### src/rtl/uft_pkg.sv
package uft_pkg;

  typedef struct packed {
    logic       msb_first;
    logic       data_inv;
    logic       tx_inv;
    logic       rx_inv;
    logic       swap;
    logic       stop2;
    logic       par_en;
    logic       par_odd;
    logic [1:0] len_sel;
  } uft_cfg_t;

  localparam uft_cfg_t UFT_CFG_RST = '{
    msb_first: 1'b0,
    data_inv:  1'b0,
    tx_inv:    1'b0,
    rx_inv:    1'b0,
    swap:      1'b0,
    stop2:     1'b0,
    par_en:    1'b0,
    par_odd:   1'b0,
    len_sel:   2'd1
  };

endpackage

### src/rtl/uft_rst_sync.sv
module uft_rst_sync (
  input  logic clk,
  input  logic rst_n_in,
  output logic rst_n_out
);
  logic [1:0] sync_q;

  always_ff @(posedge clk or negedge rst_n_in) begin
    if (!rst_n_in) sync_q <= 2'b00;
    else           sync_q <= {sync_q[0], 1'b1};
  end

  assign rst_n_out = sync_q[1];
endmodule

### src/rtl/uft_cfg_reg.sv
module uft_cfg_reg
  import uft_pkg::*;
(
  input  logic     clk,
  input  logic     rst_n,
  input  logic     enable,
  input  logic     busy,
  input  logic     wr,
  input  uft_cfg_t cfg_d,
  output uft_cfg_t cfg_q
);
  logic     wr_ok;
  uft_cfg_t cfg_nx;

  always_comb begin
    wr_ok  = wr & ~enable & ~busy;
    cfg_nx = cfg_d;
  end

  always_ff @(posedge clk or negedge rst_n) begin
    if (!rst_n)     cfg_q <= UFT_CFG_RST;
    else if (wr_ok) cfg_q <= cfg_nx;
  end

  // frozen while the unit is enabled or a frame is running
  assert_cfg_frozen_R11: assert property (@(posedge clk) disable iff (!rst_n)
    (enable || busy) |=> $stable(cfg_q));
  // no strobe, no change
  assert_cfg_needs_wr_R11: assert property (@(posedge clk) disable iff (!rst_n)
    !wr |=> $stable(cfg_q));
endmodule

### src/rtl/uft_frame_build.sv
module uft_frame_build #(
  parameter int DATA_W  = 9,
  parameter int FRAME_W = DATA_W + 4,
  parameter int LEN_W   = $clog2(FRAME_W + 1)
) (
  input  logic [DATA_W-1:0]  data,
  input  logic [1:0]         len_sel,
  input  logic               msb_first,
  input  logic               data_inv,
  input  logic               par_en,
  input  logic               par_odd,
  input  logic               stop2,
  output logic [FRAME_W-1:0] frame,
  output logic [LEN_W-1:0]   total
);
  localparam int NB_W = $clog2(DATA_W + 1);

  logic [NB_W-1:0]    nbits;
  logic [DATA_W-1:0]  mask;
  logic [DATA_W-1:0]  rev;
  logic [DATA_W-1:0]  ord;
  logic [DATA_W-1:0]  pay;
  logic               par_bit;
  logic [FRAME_W-1:0] dat_f;
  logic [FRAME_W-1:0] dat_m;
  logic [FRAME_W-1:0] par_m;

  // full-width bit reversal; shifted down to the selected length below
  for (genvar g = 0; g < DATA_W; g++) begin : g_rev
    assign rev[g] = data[DATA_W-1-g];
  end

  always_comb begin
    case (len_sel)
      2'd0:    nbits = NB_W'(DATA_W - 2);
      2'd1:    nbits = NB_W'(DATA_W - 1);
      default: nbits = NB_W'(DATA_W);
    endcase
    mask    = ~({DATA_W{1'b1}} << nbits);
    ord     = msb_first ? (rev >> (NB_W'(DATA_W) - nbits)) : data;
    pay     = (ord ^ {DATA_W{data_inv}}) & mask;
    par_bit = (^(data & mask)) ^ par_odd ^ data_inv;
    dat_f   = FRAME_W'(pay) << 1;
    dat_m   = FRAME_W'(mask) << 1;
    par_m   = par_en ? ((FRAME_W'(1) << nbits) << 1) : '0;
    // start bit at 0, payload, parity, then ones for stop bits
    frame   = dat_f | (par_bit ? par_m : '0) | ~(dat_m | par_m | FRAME_W'(1));
    total   = LEN_W'(nbits) + LEN_W'(2) + LEN_W'(par_en) + LEN_W'(stop2);
  end
endmodule

### src/rtl/uft_serializer.sv
module uft_serializer #(
  parameter int FRAME_W = 13,
  parameter int LEN_W   = $clog2(FRAME_W + 1),
  parameter int OSR     = 16
) (
  input  logic               clk,
  input  logic               rst_n,
  input  logic               baud_tick,
  input  logic               load,
  input  logic [FRAME_W-1:0] frame_in,
  input  logic [LEN_W-1:0]   total_in,
  output logic               ser,
  output logic               busy
);
  localparam int CNT_W = (OSR > 1) ? $clog2(OSR) : 1;
  localparam logic [CNT_W-1:0] CNT_LAST = CNT_W'(OSR - 1);

  logic [FRAME_W-1:0] sh_q, sh_nx;
  logic [LEN_W-1:0]   left_q, left_nx;
  logic [CNT_W-1:0]   cnt_q, cnt_nx;
  logic               busy_q, busy_nx;
  logic               accept;
  logic               bit_end;

  always_comb begin
    accept  = load & ~busy_q;
    bit_end = busy_q & baud_tick & (cnt_q == CNT_LAST);
    sh_nx   = sh_q;
    left_nx = left_q;
    cnt_nx  = cnt_q;
    busy_nx = busy_q;
    if (accept) begin
      sh_nx   = frame_in;
      left_nx = total_in;
      cnt_nx  = '0;
      busy_nx = 1'b1;
    end else if (bit_end) begin
      sh_nx   = {1'b1, sh_q[FRAME_W-1:1]};
      left_nx = left_q - LEN_W'(1);
      cnt_nx  = '0;
      if (left_q == LEN_W'(1)) busy_nx = 1'b0;
    end else if (busy_q && baud_tick) begin
      cnt_nx = cnt_q + CNT_W'(1);
    end
  end

  always_ff @(posedge clk or negedge rst_n) begin
    if (!rst_n) begin
      sh_q   <= '1;
      left_q <= '0;
      cnt_q  <= '0;
      busy_q <= 1'b0;
    end else begin
      sh_q   <= sh_nx;
      left_q <= left_nx;
      cnt_q  <= cnt_nx;
      busy_q <= busy_nx;
    end
  end

  assign busy = busy_q;
  assign ser  = busy_q ? sh_q[0] : 1'b1;

  // every frame opens with a logical low start bit
  assert_start_low_R2: assert property (@(posedge clk) disable iff (!rst_n)
    $rose(busy) |-> (ser == 1'b0));
  // without a tick the line holds
  assert_hold_no_tick_R13: assert property (@(posedge clk) disable iff (!rst_n)
    (busy && !baud_tick) |=> $stable(ser));
  // busy ends only on a counted tick
  assert_end_on_tick_R12: assert property (@(posedge clk) disable iff (!rst_n)
    $fell(busy) |-> $past(baud_tick));
endmodule

### src/rtl/uft_pinmap.sv
module uft_pinmap (
  input  logic ser,
  input  logic tx_inv,
  input  logic rx_inv,
  input  logic swap,
  input  logic pin_a_in,
  input  logic pin_b_in,
  output logic pin_a_out,
  output logic pin_a_oe,
  output logic pin_b_out,
  output logic pin_b_oe,
  output logic rx_line
);
  logic tx_lvl;

  always_comb begin
    tx_lvl    = ser ^ tx_inv;
    pin_a_out = tx_lvl;
    pin_b_out = tx_lvl;
    pin_a_oe  = ~swap;
    pin_b_oe  = swap;
    rx_line   = (swap ? pin_a_in : pin_b_in) ^ rx_inv;
  end
endmodule

### src/rtl/uart_frame_tx.sv
module uart_frame_tx
  import uft_pkg::*;
#(
  parameter int DATA_W = 9,
  parameter int OSR    = 16
) (
  input  logic              clk,
  input  logic              rst_n,
  input  logic              enable,
  input  logic              cfg_wr,
  input  logic              cfg_msb_first,
  input  logic              cfg_data_inv,
  input  logic              cfg_tx_inv,
  input  logic              cfg_rx_inv,
  input  logic              cfg_swap,
  input  logic              cfg_stop2,
  input  logic              cfg_par_en,
  input  logic              cfg_par_odd,
  input  logic [1:0]        cfg_len,
  input  logic [DATA_W-1:0] tx_data,
  input  logic              tx_start,
  input  logic              baud_tick,
  input  logic              pin_a_in,
  output logic              pin_a_out,
  output logic              pin_a_oe,
  input  logic              pin_b_in,
  output logic              pin_b_out,
  output logic              pin_b_oe,
  output logic              busy,
  output logic              rx_line
);
  localparam int FRAME_W = DATA_W + 4;
  localparam int LEN_W   = $clog2(FRAME_W + 1);

  logic               rst_sn;
  uft_cfg_t           cfg_d, cfg_q;
  logic [FRAME_W-1:0] frame;
  logic [LEN_W-1:0]   total;
  logic               ser;
  logic               load;

  uft_rst_sync u_rst (.clk(clk), .rst_n_in(rst_n), .rst_n_out(rst_sn));

  always_comb begin
    cfg_d = '{msb_first: cfg_msb_first, data_inv: cfg_data_inv, tx_inv: cfg_tx_inv,
              rx_inv: cfg_rx_inv, swap: cfg_swap, stop2: cfg_stop2,
              par_en: cfg_par_en, par_odd: cfg_par_odd, len_sel: cfg_len};
    load  = tx_start & enable;
  end

  uft_cfg_reg u_cfg (
    .clk(clk), .rst_n(rst_sn), .enable(enable), .busy(busy),
    .wr(cfg_wr), .cfg_d(cfg_d), .cfg_q(cfg_q)
  );

  uft_frame_build #(.DATA_W(DATA_W), .FRAME_W(FRAME_W), .LEN_W(LEN_W)) u_build (
    .data(tx_data), .len_sel(cfg_q.len_sel), .msb_first(cfg_q.msb_first),
    .data_inv(cfg_q.data_inv), .par_en(cfg_q.par_en), .par_odd(cfg_q.par_odd),
    .stop2(cfg_q.stop2), .frame(frame), .total(total)
  );

  uft_serializer #(.FRAME_W(FRAME_W), .LEN_W(LEN_W), .OSR(OSR)) u_ser (
    .clk(clk), .rst_n(rst_sn), .baud_tick(baud_tick), .load(load),
    .frame_in(frame), .total_in(total), .ser(ser), .busy(busy)
  );

  uft_pinmap u_pins (
    .ser(ser), .tx_inv(cfg_q.tx_inv), .rx_inv(cfg_q.rx_inv), .swap(cfg_q.swap),
    .pin_a_in(pin_a_in), .pin_b_in(pin_b_in),
    .pin_a_out(pin_a_out), .pin_a_oe(pin_a_oe),
    .pin_b_out(pin_b_out), .pin_b_oe(pin_b_oe), .rx_line(rx_line)
  );

  // exactly one pin is driven
  assert_one_driver_R9: assert property (@(posedge clk) disable iff (!rst_sn)
    $onehot({pin_a_oe, pin_b_oe}));
  // idle level follows line inversion on the driving pin
  assert_idle_level_R7: assert property (@(posedge clk) disable iff (!rst_sn)
    !busy |-> ((pin_a_oe ? pin_a_out : pin_b_out) == ~cfg_q.tx_inv));
  // no frame begins while disabled
  assert_no_start_disabled_R12: assert property (@(posedge clk) disable iff (!rst_sn)
    (!enable && !busy) |=> !busy);
endmodule

### config.mk
export PLATFORM = sky130hd
export DESIGN_NAME = uart_frame_tx
export DESIGN_NICKNAME = d
export VERILOG_FILES = /design/src/rtl/uft_pkg.sv /design/src/rtl/uft_rst_sync.sv /design/src/rtl/uft_cfg_reg.sv /design/src/rtl/uft_frame_build.sv /design/src/rtl/uft_serializer.sv /design/src/rtl/uft_pinmap.sv /design/src/rtl/uart_frame_tx.sv
export SDC_FILE = /design/constraint.sdc
export NUM_CORES = 1
export LEC_CHECK = 0
export CELL_PAD_IN_SITES_DETAIL_PLACEMENT = 1
export CELL_PAD_IN_SITES_GLOBAL_PLACEMENT = 1
export CORE_ASPECT_RATIO = 0.6
export CORE_MARGIN = 5
export CORE_UTILIZATION = 49
export CTS_CLUSTER_SIZE = 12
export DETAILED_ROUTE_END_ITERATION = 10
export DONT_BUFFER_PORTS = 1
export PLACE_DENSITY = 0.76
export SLEW_MARGIN = 5
export SYNTH_ARGS = -nofsm -noshare
export SYNTH_HDL_FRONTEND = slang
export SYNTH_SLANG_ARGS = --single-unit
### constraint.sdc
create_clock -name clk -period 1.8 [get_ports clk]
set_clock_uncertainty 0.1 [all_clocks]
set_input_delay 0.36 -clock clk [delete_from_list [all_inputs] [get_ports clk]]
set_output_delay 0.36 -clock clk [all_outputs]
set_load 0.02 [all_outputs]
==> results of run 1 <==
[per-layer routing]
metal / wire [um] / vias up / track usage
met3: 752 / 35 / 0.07326
li1: - / 835 / -
met4: 340 / 0 / 0.1232
met2: 3958 / 130 / 0.4158
met5: 0 / - / 0
met1: 3252 / 986 / 0.3328
[stage by stage]
stage,setup WS (ns),std cells
2_1_floorplan,-0.2376,225
3_3_place_gp,-0.1207,294
3_5_place_dp,-0.2967,294
4_1_cts,-0.1370,308
5_1_grt,-0.3382,313
6_report,-0.2895,313
[state kept, by name, summed over array words and instances, names as in the netlist]
signal / flops
u_cfg.cfg_q: 10
u_rst.sync_q: 2
u_ser.cnt_q: 4
u_ser.sh_q: 13
u_ser.busy: 1
u_ser.left_q: 4
[final cells by class]
| class | instances | share of cell area |
|---|---|---|
| clock buffer | 5 | 0.02522 |
| clock inverter | 3 | 0.01651 |
| inverter | 8 | 0.01100 |
| multi-input combinational | 169 | 0.4975 |
| sequential | 34 | 0.3196 |
| tap | 60 | 0.02751 |
| timing repair buffer | 34 | 0.1027 |
[cell usage in the layout, fill, tap and decap left out, types with 8 or more instances in the layout]
cell type   n
a21oi_1    12
buf_4      28
dfrtp_1    17
dfstp_2    14
mux2_2      9
mux2i_1     8
nand2_1    32
nand3_1    10
o21ai_0    10
xor2_1      8
[worst register-to-register path, stage by stage, from the launching register on]
cell	delay, ns
dfstp_2	0.57
nor2_4	0.05
inv_2	0.08
ha_4	0.13
and2b_1	0.21
xnor2_2	0.16
xnor2_2	0.17
xnor2_2	0.20
buf_6	0.16
a41oi_2	0.13
[path summary, 6_finish.rpt]
kind                                                   end  cells after the start  slack [ns]                  startpoint
worst min-delay path            u_cfg.cfg_q[5]$_DFFE_PN0P_                      2        0.07                    cfg_swap
worst max-delay path            u_ser.sh_q[10]$_DFFE_PN1P_                      9       -0.29  u_cfg.cfg_q[0]$_DFFE_PN1P_
max in group asynchronous        u_ser.sh_q[7]$_DFFE_PN1P_                      1        1.09   u_rst.sync_q[1]$_DFF_PN0_
worst min register to register  u_cfg.cfg_q[4]$_DFFE_PN0P_                      1        0.14   u_rst.sync_q[1]$_DFF_PN0_
worst max register to register  u_ser.sh_q[10]$_DFFE_PN1P_                      9       -0.29  u_cfg.cfg_q[0]$_DFFE_PN1P_
min in group asynchronous       u_cfg.cfg_q[4]$_DFFE_PN0P_                      1        0.14   u_rst.sync_q[1]$_DFF_PN0_
[kinds of logic (layout without fill, tap and decap cells)]
| family | after synthesis | in the layout | synth area share |
|---|---|---|---|
| buf+inv | 22 | 50 | 0.05294 |
| simple gates | 75 | 75 | 0.1724 |
| mux | 19 | 19 | 0.09588 |
| compound gates | 47 | 47 | 0.1353 |
| flops | 34 | 34 | 0.4082 |
| fa+ha+maj | 7 | 7 | 0.04471 |
| other cells | 1 | 1 | 0.001763 |
| xor+xnor | 20 | 20 | 0.08882 |
[report_power, final]
part / leakage, nW / total [mW] / internal (mW) / switching [mW]
logic: 0.730 / 2.92 / 1.35 / 1.57
registers: 0.385 / 1.58 / 1.20 / 0.373
clock network: 0.0504 / 0.780 / 0.413 / 0.367
total: 1.17 / 5.28 / 2.97 / 2.31
[repair_timing]
item                                    CTS  global route
hold endpoints to repair                  2             0
buffers inserted                          5             7
hold buffers                              1             0
gates resized for setup                  16            32
pin swaps                                10            17
endpoints found under the setup margin   14            20
==> flow_metrics.env, run 1 <==
export IMPL_status="complete, but fails checks"
export IMPL_violations="setup timing"
export IMPL_tritoncts="built"
export IMPL_grt_pass1_wl_mm=10.96
export IMPL_cp_common_cell="xnor2_2"
export IMPL_ys_ff_latch=34
export IMPL_syn_avg_cell_area_um2=9.454
export IMPL_drc=0
export IMPL_routed_via_density=6.345
export IMPL_fp_dieW_um=95.06
export IMPL_clk_latency_ns=0.33
export IMPL_setup_viol=17
export IMPL_period_needed_ns=2.089
export IMPL_initial_core_util=0.5133
export IMPL_hp_class="input pin to flip-flop"
export IMPL_die_y_um=61.04
export IMPL_synth_edff_count=0
export IMPL_multi_input_area_um2=1358
export IMPL_criticalPathCategory="flip-flop to flip-flop"
export IMPL_cts_max_level=2
export IMPL_dpl_cell_area_um2=2333
export IMPL_area_growth_pct=28.29
export IMPL_final_util=0.6585
export IMPL_yosysMostFrequentCell="nand2_1"
export IMPL_synth_area_um2=2127
export IMPL_seqCellArea_um2=872.1
export IMPL_ys_warn_count=0
export IMPL_placementRows=18
export IMPL_tns_ns=-2.120
export IMPL_drt_first_pass_iters=4
export IMPL_required_ns=1.91
export IMPL_powerDensity_nw_per_um2=1933
export IMPL_grt_max_degree=33
export IMPL_cts_sinks=34
export IMPL_syn_inst=225
export IMPL_antenna_found_initial=0
export IMPL_path_cells="nor2_4 -> inv_2 -> ha_4 -> and2b_1 -> xnor2_2 -> xnor2_2 -> xnor2_2 -> buf_6 -> a41oi_2"
export IMPL_gp_congestion=0.8578
export IMPL_drt_iter0_drc=172
export IMPL_postLayoutSetupSlackWorst_ns=-0.2895
export IMPL_ys_seq_area_frac=0.4082
export IMPL_crit_path_start_kind="flip-flop"
export IMPL_synth_top_cell_by_area="dfrtp_1"
export IMPL_finalNetCount=286
export IMPL_port_buffers=0
export IMPL_fmax_mhz=478.6
export IMPL_rsz0062_at_grt="true"
export IMPL_drv_slew=0
export IMPL_core_area_um2=4144
export IMPL_grt_pass1_vias=2045
export IMPL_vdd_drop_max_mv=1.208
export IMPL_cpLargestDelayFamily="flip-flops"
export IMPL_vias=1986
export IMPL_slowest_stage="dfstp_2"
export IMPL_clockBufferDepth=2
export IMPL_netlist_top_cells_area="dfrtp_1 24%, dfstp_2 17%, mux2_2 5.8%"
export IMPL_power_mw=5.276
export IMPL_yosysUniqueCellTypes=44
export IMPL_p_leak_nw=1.166
export IMPL_syn_num_nets=259
export IMPL_critical_path_max_fanout=5
export IMPL_final_antenna_net_count=0
export IMPL_hold_viol_final=0
export IMPL_maxCapViolCount=0
export IMPL_hold_slack_ns=0.06744
export IMPL_async_flop_share=1.000
export IMPL_cts_root_buf="clkbuf_8"
export IMPL_avgRoutedWirePerCell_um=26.53
export IMPL_synth_top_area_share=0.2353
export IMPL_crit_arrival_ns=2.20
export IMPL_clk_pin_slew_worst_paths_ns=0.11
export IMPL_overflow=0
export IMPL_fin_area_um2=2729
export IMPL_hpwl_mm=4.519
export IMPL_num_fill_cells=447
export IMPL_grt_total_usage=0.2597
export IMPL_timing_final_crit_share=1.161
export IMPL_synth_common_cells="32 x nand2_1, 20 x dfrtp_1, 17 x o21ai_0"
export IMPL_final_layout_size_suffix_gt1_frac=0.3874
export IMPL_crit_buf_inv=2
export IMPL_routed_wl_mm=8.303
export IMPL_dieArea_um2=5802
export IMPL_cts_made_buffers=5
export IMPL_ios=33
export IMPL_ys_flop_type="dfrtp_1"
export IMPL_critPathCaptureType="flip-flop"
export IMPL_slowest_delay_ns=0.57
export IMPL_diodes=0
Power figures use the tool's default switching activity.
==> run 2, diff against run 1 <==
--- a/config.mk
+++ b/config.mk
@@ -8,9 +8,8 @@
 export CELL_PAD_IN_SITES_DETAIL_PLACEMENT = 1
 export CELL_PAD_IN_SITES_GLOBAL_PLACEMENT = 1
 export CORE_ASPECT_RATIO = 0.6
-export CORE_MARGIN = 5
+export CORE_MARGIN = 8
 export CORE_UTILIZATION = 49
-export CTS_CLUSTER_SIZE = 12
 export DETAILED_ROUTE_END_ITERATION = 10
 export DONT_BUFFER_PORTS = 1
 export PLACE_DENSITY = 0.76
==> run 2 against run 1 <==
Compared with the run above: the flow still finishes with violations (setup timing); final area shrank 3.8%; global-route usage shrank 6.2 points; largest power group unchanged; cell count shrank 1.3%; die area grew 17%; sequential share of layout area grew 1.2 points; largest cell class unchanged; fmax grew 2.6%.
==> flow_metrics.env, run 2 (synthesis gave the netlist of run 1 again) <==
export IMPL_initial_core_util=0.5133
export IMPL_final_util=0.6335
export IMPL_ios=33
export IMPL_cts_made_buffers=5
export IMPL_criticalPathCategory="flip-flop to flip-flop"
export IMPL_clk_latency_ns=0.29
export IMPL_rsz0062_at_grt="true"
export IMPL_required_ns=1.93
export IMPL_cts_root_buf="clkbuf_8"
export IMPL_diodes=0
export IMPL_crit_arrival_ns=2.17
export IMPL_overflow=0
export IMPL_powerDensity_nw_per_um2=1836
export IMPL_clk_pin_slew_worst_paths_ns=0.08
export IMPL_area_growth_pct=23.41
export IMPL_final_cell_mix="32 x nand2_1, 25 x buf_4, 18 x dfrtp_1"
export IMPL_placementRows=18
export IMPL_num_fill_cells=462
export IMPL_hp_class="input pin to flip-flop"
export IMPL_hold_viol_final=0
export IMPL_drv_slew=0
export IMPL_cts_sinks=34
export IMPL_critPathCaptureType="flip-flop"
export IMPL_die_y_um=67.04
export IMPL_clockBufferDepth=2
export IMPL_routed_via_density=5.893
export IMPL_drt_first_pass_iters=4
export IMPL_drt_iter0_drc=119
export IMPL_finalNetCount=282
export IMPL_maxCapViolCount=0
export IMPL_drc=0
export IMPL_setup_viol=15
export IMPL_p_leak_nw=1.130
export IMPL_vias=1821
export IMPL_postLayoutSetupSlackWorst_ns=-0.2360
export IMPL_cts_max_level=2
export IMPL_period_needed_ns=2.036
export IMPL_grt_max_degree=33
export IMPL_port_buffers=0
export IMPL_gp_congestion=0.8565
export IMPL_layout_commonest_cell="nand2_1"
export IMPL_dpl_cell_area_um2=2318
export IMPL_grt_pass1_wl_mm=10.18
export IMPL_fp_dieW_um=101.1
export IMPL_grt_total_usage=0.1973
export IMPL_tritoncts="built"
export IMPL_vdd_drop_max_mv=1.410
export IMPL_fmax_mhz=491.2
export IMPL_core_area_um2=4144
export IMPL_largest_reg_flops=13
export IMPL_antenna_found_initial=0
export IMPL_avgRoutedWirePerCell_um=22.38
export IMPL_final_antenna_net_count=0
export IMPL_dieArea_um2=6774
export IMPL_timing_final_crit_share=1.131
export IMPL_crit_path_start_kind="flip-flop"
export IMPL_violations="setup timing"
export IMPL_grt_pass1_vias=2011
export IMPL_routed_wl_mm=6.914
export IMPL_largest_register="u_ser.sh_q"
export IMPL_critical_path_max_fanout=5
export IMPL_status="complete, but fails checks"
export IMPL_hpwl_mm=4.510
export IMPL_final_layout_size_suffix_gt1_frac=0.3655
export IMPL_fin_area_um2=2625
export IMPL_top_regs="u_ser.sh_q: 13 flops, u_cfg.cfg_q: 10 flops"
## run 2: changes by cell type in the layout (fill, tap and decap cells not counted), sizes merged
cell	change
clkinv	+1
buf	-4
clkbuf	+1
clkinvlp	-1
bufinv	-1
## run 2: power breakdown
part | switching, mW | internal [mW] | total, mW
Combinational | 1.40 | 1.28 | 2.68
Sequential | 0.329 | 1.20 | 1.53
Clock | 0.305 | 0.308 | 0.613
## run 2: per-layer routing
metal	GRT usage	routed length [um]	vias to the layer above	part of all wire
met1	0.2498	2983	901	0.43
met2	0.3206	3248	83	0.47
met3	0.05198	515	15	0.074
met4	0.06630	167	0	0.024
li1	-	-	822	-
met5	0	0	-	0
## run 2: cell type report
type / instances / area (um2) / area share
Multi-Input combinational cell: 169 / 1308 / 0.4981
Clock inverter: 2 / 12.51 / 0.004766
Timing Repair Buffer: 30 / 246.5 / 0.09390
Tap cell: 60 / 75.07 / 0.02860
Sequential cell: 34 / 870.8 / 0.3317
Clock buffer: 6 / 82.58 / 0.03146
Inverter: 8 / 30.03 / 0.01144
## run 2: path summary, 6_finish.rpt
path                                            start                     endpoint  slack [ns]  cells after the start
min in group asynchronous   u_rst.sync_q[1]$_DFF_PN0_  u_ser.left_q[1]$_DFFE_PN0P_        0.19                      1
min reg2reg                 u_rst.sync_q[1]$_DFF_PN0_  u_ser.left_q[1]$_DFFE_PN0P_        0.19                      1
max reg2reg                u_cfg.cfg_q[0]$_DFFE_PN1P_    u_ser.sh_q[4]$_DFFE_PN1P_       -0.24                      9
max in group asynchronous   u_rst.sync_q[1]$_DFF_PN0_    u_ser.sh_q[6]$_DFFE_PN1P_        1.08                      1
min                                     cfg_msb_first   u_cfg.cfg_q[9]$_DFFE_PN0P_        0.08                      2
max                        u_cfg.cfg_q[0]$_DFFE_PN1P_    u_ser.sh_q[4]$_DFFE_PN1P_       -0.24                      9
## run 2: worst max-delay path: stages, from the launching register on
cell and delay [ns]:
dfstp_2 0.56, nor2_4 0.06, inv_2 0.09, ha_4 0.14, and2b_1 0.21, xnor2_2 0.15
xnor2_2 0.15, xnor2_2 0.30, buf_4 0.18, o2bb2ai_2 0.05
## run 2: through the flow
stage | worst slack, ns | instances | hold WS, ns | power (mW) | setup TNS, ns
floorplan | -0.2376 | 225 | -0.03559 | 2.925 | -1.035
global placement | -0.1161 | 292 | -0.03551 | 3.371 | -0.4774
detailed placement | -0.2021 | 292 | -0.03551 | 3.550 | -1.158
CTS | -0.1029 | 303 | 0.08412 | 4.320 | -0.5561
global route | -0.2789 | 309 | 0.08614 | 5.074 | -2.384
finish | -0.2360 | 309 | 0.08241 | 4.820 | -1.394
## run 2: timing repair
action                     4_1_cts  5_1_grt
setup endpoints to repair       15       17
setup buffers                    2        8
hold endpoints to repair         2        0
gates resized for setup         15       20
hold buffers                     1        0
pin swaps                        5       18
